[config.mk]
export PLATFORM = sky130hd
export DESIGN_NAME = dither_pwm
export DESIGN_NICKNAME = d
export VERILOG_FILES = /design/src/rtl/dpwm_pkg.sv /design/src/rtl/dpwm_counter.sv /design/src/rtl/dpwm_quant.sv /design/src/rtl/dither_pwm.sv
export SDC_FILE = /design/constraint.sdc
export NUM_CORES = 1
export LEC_CHECK = 0
export BUFFER_PORTS_ARGS = -buffer_cell sky130_fd_sc_hd__buf_2
export CAP_MARGIN = 10
export CORE_MARGIN = 1
export CORE_UTILIZATION = 57
export CTS_BUF_LIST = sky130_fd_sc_hd__clkbuf_16
export DETAILED_ROUTE_END_ITERATION = 6
export GPL_ROUTABILITY_DRIVEN = 0
export PLACE_DENSITY_LB_ADDON = 0.1
export SETUP_SLACK_MARGIN = 0.15
export SLEW_MARGIN = 15
export SYNTH_ARGS = -nofsm -noshare
export SYNTH_HDL_FRONTEND = slang
export SYNTH_SLANG_ARGS = --single-unit
[constraint.sdc]
create_clock -name clk -period 6.8 [get_ports clk]
set_input_delay 0.68 -clock clk [delete_from_list [all_inputs] [get_ports clk]]
set_output_delay 0.68 -clock clk [all_outputs]
set_load 0.1 [all_outputs]
[src/rtl/dpwm_pkg.sv]
package dpwm_pkg;

    typedef enum logic {
        PH_OFF = 1'b0,
        PH_ON  = 1'b1
    } pwm_phase_e;

endpackage

[src/rtl/dpwm_counter.sv]
module dpwm_counter #(
    parameter int PERIOD = 450,
    localparam int CNT_W = $clog2(PERIOD)
) (
    input  logic             clk,
    input  logic             rst,
    output logic [CNT_W-1:0] cnt,
    output logic [CNT_W-1:0] cnt_nxt,
    output logic             wrap,
    output logic             at_zero
);

    localparam logic [CNT_W-1:0] LAST = CNT_W'(PERIOD - 1);

    always_comb begin
        wrap    = (cnt == LAST);
        at_zero = (cnt == '0);
        if (rst || wrap) cnt_nxt = '0;
        else             cnt_nxt = cnt + 1'b1;
    end

    always_ff @(posedge clk) begin
        cnt <= cnt_nxt;
    end

    // counter never leaves its range
    a_r1_cnt_range: assert property (@(posedge clk) disable iff (rst)
        int'(cnt) < PERIOD);

    // last count is followed by zero
    a_r1_wrap_to_zero: assert property (@(posedge clk) disable iff (rst)
        (cnt == LAST) |=> (cnt == '0));

endmodule

[src/rtl/dpwm_quant.sv]
module dpwm_quant #(
    parameter int CMD_W  = 12,
    parameter int FINE_W = 3,
    localparam int DUTY_W = CMD_W - FINE_W
) (
    input  logic [CMD_W-1:0]  cmd,
    input  logic [FINE_W-1:0] resid,
    input  logic [DUTY_W-1:0] lim_lo,
    input  logic [DUTY_W-1:0] lim_hi,
    output logic [DUTY_W-1:0] duty_nxt,
    output logic [FINE_W-1:0] resid_nxt,
    output logic              clamp_hi,
    output logic              clamp_lo
);

    logic [FINE_W:0] fine_sum;
    logic [DUTY_W:0] raw;

    always_comb begin
        fine_sum = {1'b0, resid} + {1'b0, cmd[FINE_W-1:0]};
        raw      = {1'b0, cmd[CMD_W-1:FINE_W]} + {{DUTY_W{1'b0}}, fine_sum[FINE_W]};
        clamp_hi = (raw > {1'b0, lim_hi});
        clamp_lo = !clamp_hi && (raw < {1'b0, lim_lo});
        if (clamp_hi)      duty_nxt = lim_hi;
        else if (clamp_lo) duty_nxt = lim_lo;
        else               duty_nxt = raw[DUTY_W-1:0];
        resid_nxt = (clamp_hi || clamp_lo) ? resid : fine_sum[FINE_W-1:0];
    end

endmodule

[src/rtl/dither_pwm.sv]
module dither_pwm #(
    parameter int CMD_W  = 12,
    parameter int FINE_W = 3,
    parameter int PERIOD = 450
) (
    input  logic                      clk,
    input  logic                      rst,
    input  logic [CMD_W-1:0]          duty_cmd,
    input  logic [CMD_W-FINE_W-1:0]   duty_lo,
    input  logic [CMD_W-FINE_W-1:0]   duty_hi,
    output logic                      pwm_out,
    output logic                      period_start
);

    import dpwm_pkg::*;

    localparam int DUTY_W = CMD_W - FINE_W;
    localparam int CNT_W  = $clog2(PERIOD);

    logic [CNT_W-1:0]  cnt, cnt_nxt;
    logic              wrap, at_zero;
    logic [DUTY_W-1:0] duty_q, duty_d, q_duty;
    logic [FINE_W-1:0] resid_q, resid_d, q_resid;
    logic              q_clamp_hi, q_clamp_lo;
    pwm_phase_e        state, state_nxt;

    dpwm_counter #(.PERIOD(PERIOD)) u_cnt (
        .clk     (clk),
        .rst     (rst),
        .cnt     (cnt),
        .cnt_nxt (cnt_nxt),
        .wrap    (wrap),
        .at_zero (at_zero)
    );

    dpwm_quant #(.CMD_W(CMD_W), .FINE_W(FINE_W)) u_quant (
        .cmd       (duty_cmd),
        .resid     (resid_q),
        .lim_lo    (duty_lo),
        .lim_hi    (duty_hi),
        .duty_nxt  (q_duty),
        .resid_nxt (q_resid),
        .clamp_hi  (q_clamp_hi),
        .clamp_lo  (q_clamp_lo)
    );

    // period-boundary loading of duty and residual
    always_comb begin
        if (rst) begin
            duty_d  = duty_lo;
            resid_d = '0;
        end else if (wrap) begin
            duty_d  = q_duty;
            resid_d = q_resid;
        end else begin
            duty_d  = duty_q;
            resid_d = resid_q;
        end
        state_nxt = (int'(cnt_nxt) < int'(duty_d)) ? PH_ON : PH_OFF;
    end

    always_ff @(posedge clk) begin
        duty_q  <= duty_d;
        resid_q <= resid_d;
    end

    // state register
    always_ff @(posedge clk) begin
        state <= state_nxt;
    end

    // output decode
    always_comb begin
        unique case (state)
            PH_ON:   pwm_out = 1'b1;
            PH_OFF:  pwm_out = 1'b0;
            default: pwm_out = 1'b0;
        endcase
        period_start = at_zero;
    end

    // duty and residual change only at the wrap
    a_r8_hold_mid_period: assert property (@(posedge clk) disable iff (rst)
        !wrap |=> ($stable(duty_q) && $stable(resid_q)));

    // loaded duty lies within the limits
    a_r5_duty_in_limits: assert property (@(posedge clk) disable iff (rst)
        (wrap && (duty_lo <= duty_hi)) |=>
        ((duty_q >= $past(duty_lo)) && (duty_q <= $past(duty_hi))));

    // residual frozen while a limit acts
    a_r7_no_windup: assert property (@(posedge clk) disable iff (rst)
        (wrap && (q_clamp_hi || q_clamp_lo)) |=> $stable(resid_q));

    // output low once counter reaches the duty
    a_r2_low_after_duty: assert property (@(posedge clk) disable iff (rst)
        (int'(cnt) >= int'(duty_q)) |-> !pwm_out);

    // output high before the duty is reached
    a_r2_high_before_duty: assert property (@(posedge clk) disable iff (rst)
        (int'(cnt) < int'(duty_q)) |-> pwm_out);

endmodule

==> metrics.sh <==
DRV.MAX_CAP_VIOLATION_COUNT=0
WORST-SETUP-PATH-TYPE='input port to flip-flop'
GRT_PASS1_WL_MM=7.831
WORST_EP_REQUIRED_TIME_NS=6.96
CRITPATHTOPFAMILY='compound AO/OA/AOI/OAI gates'
CLOCKBUFFERDEPTH=2
YOSYS_MOST_USED_DFF='sky130_fd_sc_hd__dfxtp_1'
VDD_DROP_MAX_uV=140.0
CTS_POST_SETUP_BUFFERS_INSERTED=0
SYN_INST=253
SYNTH_AREA_LEADER_CELL='sky130_fd_sc_hd__dfxtp_1'
OVERALL_DIE_AREA_MM2=0.003912
UTIL_AFTER_LAYOUT_PCT=68.24
INSTANCES_NO_FILL=326
POST_CTS_RESIZE_COUNT=0
LAYOUT_AREA_GROWTH_OVER_SYNTHESIS_PCT=11.56
DP_SLACK_NS=0.8402
NUMPLACEDINSTANCES=322
DIE_WIDTH_UM=62.55
FINAL_REPORT_HOLD_VIOLATION_COUNT=0
YS_ASYNC_SR_FRACTION_PCT=0
TIMING.CLOCK.SKEW_NS=0.003659
YOSYS.CELL_COUNT.TOP_TYPE='sky130_fd_sc_hd__nor2_1'
NUM_VIAS=1839
GLOBAL_ROUTE.USAGE.TOTAL_PCT=25.35
POSTROUTEANTENNANETS=0
FIRSTDRTPASSITERS=7
SYNTH_NETS=319
CRIT_CHAIN='buf_2 -> ha_1 -> a21o_1 -> a21o_1 -> ha_1 -> ha_1 -> and3_1 -> and3_1 -> xor2_1 -> ha_1 -> and3_1 -> a221oi_1 -> o211a_1 -> nor2_1 -> a211o_1 -> a31o_2 -> ha_1 -> a21o_1 -> a21o_1 -> a211oi_1 -> o21bai_1 -> a21o_1 -> a221oi_1'
DRT-WIRELENGTH-PER-CELL_UM=13.73
INSERTEDDIODECOUNT=0
CLOCK_TRANSITION_AT_PATH_REGS_NS=0.06
CTS-ROOT-BUF='sky130_fd_sc_hd__clkbuf_16'
IO_BUFFERS=33
POSTLAYOUTSETUPSLACKWORST_NS=1.074
DRT-TOTAL-WL_MM=4.477
NUMBER_OF_NETS_AT_THE_END_OF_THE_FLOW=347
CRIT_ARRIVAL_NS=5.88
START_KIND='input port'
NUMCTSBUFFERS=3
POWER_DENSITY_mW_PER_MM2=160.6
RELSLEWSLACK_PCT=43.62
STD_CELL_ROWS=21
AVERAGE_CELL_AREA_AFTER_SYNTHESIS_UM2=8.259
PLACEABLE_CORE_AREA_MM2=0.003416
CTS_HTREE_LEVELS=1
CRIT_PATH_TOP_DELAY_CELL='sky130_fd_sc_hd__o211a_1'
LEAKAGE_nW=1.195
CLOCK_SINK_COUNT=22
MAX_SLEW.WORST_PIN.SLEW_NS=0.8426
SYNTH.TOP_CELLS.BY_AREA='sky130_fd_sc_hd__dfxtp_1 (21%), sky130_fd_sc_hd__ha_1 (20%), sky130_fd_sc_hd__nor2_1 (6.8%), sky130_fd_sc_hd__xor2_1 (4.2%), sky130_fd_sc_hd__inv_1 (4.0%)'
WORSTSETUPENDPOINTTYPE='flip-flop'
WORSTSKEWPAIRLATENCY_NS=0.25
FILLERS=314
POST_CTS_HOLD_BUFFER_COUNT=0
SETUP-TNS-FINAL_NS=0
IOS=34
TIMING.FINAL.CRIT_SHARE_PCT=84.20
SLEW_VIOL_FINAL=0
SYNTH_TOP_AREA_SHARE_PCT=21.08
DRT_ITER0_MARKERS=98
VIAS_IN_THE_FIRST_GLOBAL_ROUTE=1728
PATH_MAX_FANOUT=18
COUNT_OF_SYNTHESIS_STAGE_WARNINGS_FROM_YOSYS=0
INITIAL_UTILIZATION_PCT=61.17
FMAXACHIEVABLE_MHz=174.6
POST_ROUTE_CELLS_DRIVE_ABOVE_1_SHARE_PCT=17.14
TRITONCTS='done'
GRT_SETUP_UNREPAIRED='false'
DIE_H_UM=62.55
GRT_ANTENNA_BEFORE_REPAIR=0
ROUTE.DETAILED.VIAS_PER_INST=5.641
CRITICAL_PATH_S_LARGEST_STAGE_DELAY_NS=0.58
OUTCOME='finished, final reports clean'
YOSYS-TOP-CELLS-COUNT='sky130_fd_sc_hd__nor2_1 (38), sky130_fd_sc_hd__ha_1 (33), sky130_fd_sc_hd__dfxtp_1 (22), sky130_fd_sc_hd__inv_1 (22), sky130_fd_sc_hd__nand2_1 (11)'
FINALCRITICALPERIOD_NS=5.726
DETAILEDPLACEMENTHPWL_MM=3.608
CRITICAL_PATH.N_BUFFERS_INVERTERS=1
ROUTE.DETAILED.DRC=0
SYNTH.LIB_CELLS_USED.DISTINCT=52
SYNTH-SEQ-AREA-SHARE_PCT=21.08
TIMING.HOLD.WORST.CLASS='flip-flop to flip-flop'
GRT.OVERFLOW.TOTAL=0
GRT_START_MAX_NET_PINS=28
MAPPEDNETLISTAREA_MM2=0.002090
SYNTH-SEQ-CELLS=22
TIMING.FINAL.SETUP_VIOLATIONS=0
SYNTH_EDF_COUNT=0
flip-flops by register name, indices dropped and copies added (netlist names):
signal     flops
duty_q         9
state          1
u_cnt.cnt      9
resid_q        3
layer usage:
metal	share of wire (%)	track usage, %	up-vias
met4	0	6.686	0
met1	49	35.54	819
met3	5.8	5.109	0
met2	45	39.27	54
li1	-	-	966
met5	0	0	-
layout by cell type, fill, tap and decap left out, types with 2 or more instances in the layout:
master,count
sky130_fd_sc_hd__nor2_1,38
sky130_fd_sc_hd__a21oi_1,10
sky130_fd_sc_hd__nand3_1,7
sky130_fd_sc_hd__clkbuf_16,3
sky130_fd_sc_hd__nand2_1,11
sky130_fd_sc_hd__a21o_1,9
sky130_fd_sc_hd__nand4_1,5
sky130_fd_sc_hd__o21ai_0,2
sky130_fd_sc_hd__a211o_1,7
sky130_fd_sc_hd__xor2_1,10
sky130_fd_sc_hd__a31o_2,5
sky130_fd_sc_hd__and2_1,2
sky130_fd_sc_hd__mux2i_1,4
sky130_fd_sc_hd__inv_1,22
sky130_fd_sc_hd__and3_1,8
sky130_fd_sc_hd__a211oi_1,2
sky130_fd_sc_hd__xnor2_1,5
sky130_fd_sc_hd__a31o_1,2
sky130_fd_sc_hd__a31oi_1,7
sky130_fd_sc_hd__a221oi_1,2
sky130_fd_sc_hd__nand2b_1,4
sky130_fd_sc_hd__o211a_1,2
sky130_fd_sc_hd__dfxtp_1,22
sky130_fd_sc_hd__buf_2,33
sky130_fd_sc_hd__ha_1,33
final timing paths:
kind               start    endpoint  slack (ns)  cells after the start
min           resid_q[0]  resid_q[0]        0.50                      2
min reg2reg   resid_q[0]  resid_q[0]        0.50                      2
max reg2reg   resid_q[1]       state        1.28                     22
max          duty_cmd[1]       state        1.07                     23
worst min-delay path: stages, from the launching register on:
cell and delay [ns]:
sky130_fd_sc_hd__dfxtp_1 0.33, sky130_fd_sc_hd__mux2i_1 0.07, sky130_fd_sc_hd__nor2_1 0.07
final cells by class:
| cell class | count | area, um2 | area share [%] |
|---|---|---|---|
| Clock buffer | 3 | 75.07 | 3.221 |
| Clock inverter | 1 | 3.754 | 0.1610 |
| Inverter | 22 | 82.58 | 3.543 |
| Multi-Input combinational cell | 199 | 1506 | 64.63 |
| Sequential cell | 22 | 440.4 | 18.89 |
| Tap cell | 46 | 57.56 | 2.469 |
| Timing Repair Buffer | 33 | 165.2 | 7.085 |
report_power, final:
group          leakage (nW)  switching (mW)  internal, mW
Sequential            0.181         0.00402         0.136
Clock                0.0385          0.0448        0.0784
Combinational         0.975          0.0659        0.0449
Total                  1.19           0.115         0.260
metrics by stage:
stage                     hold slack, ns  area (um2)  power [mW]
final                             0.5031        2331      0.3743
after CTS                         0.5078        2331      0.3785
after global placement            0.4740        2252      0.2511
after global routing              0.5228        2331      0.3987
after floorplan                   0.4441        2090      0.2270
after detailed placement          0.4871        2252      0.2522
kinds of logic (layout without fill, tap and decap cells):
kind of cell / Yosys count / count (layout) / synth area share (%)
AOI/OAI and AO/OA: 59 / 59 / 22.22
DFF: 22 / 22 / 21.08
adders and majority gates: 34 / 34 / 20.72
and+or+nand+nor: 87 / 87 / 20.96
buffers and inverters: 32 / 59 / 6.826
muxes: 4 / 4 / 1.916
xor gates and xnor gates: 15 / 15 / 6.287
(Power assumes the default switching activity.)
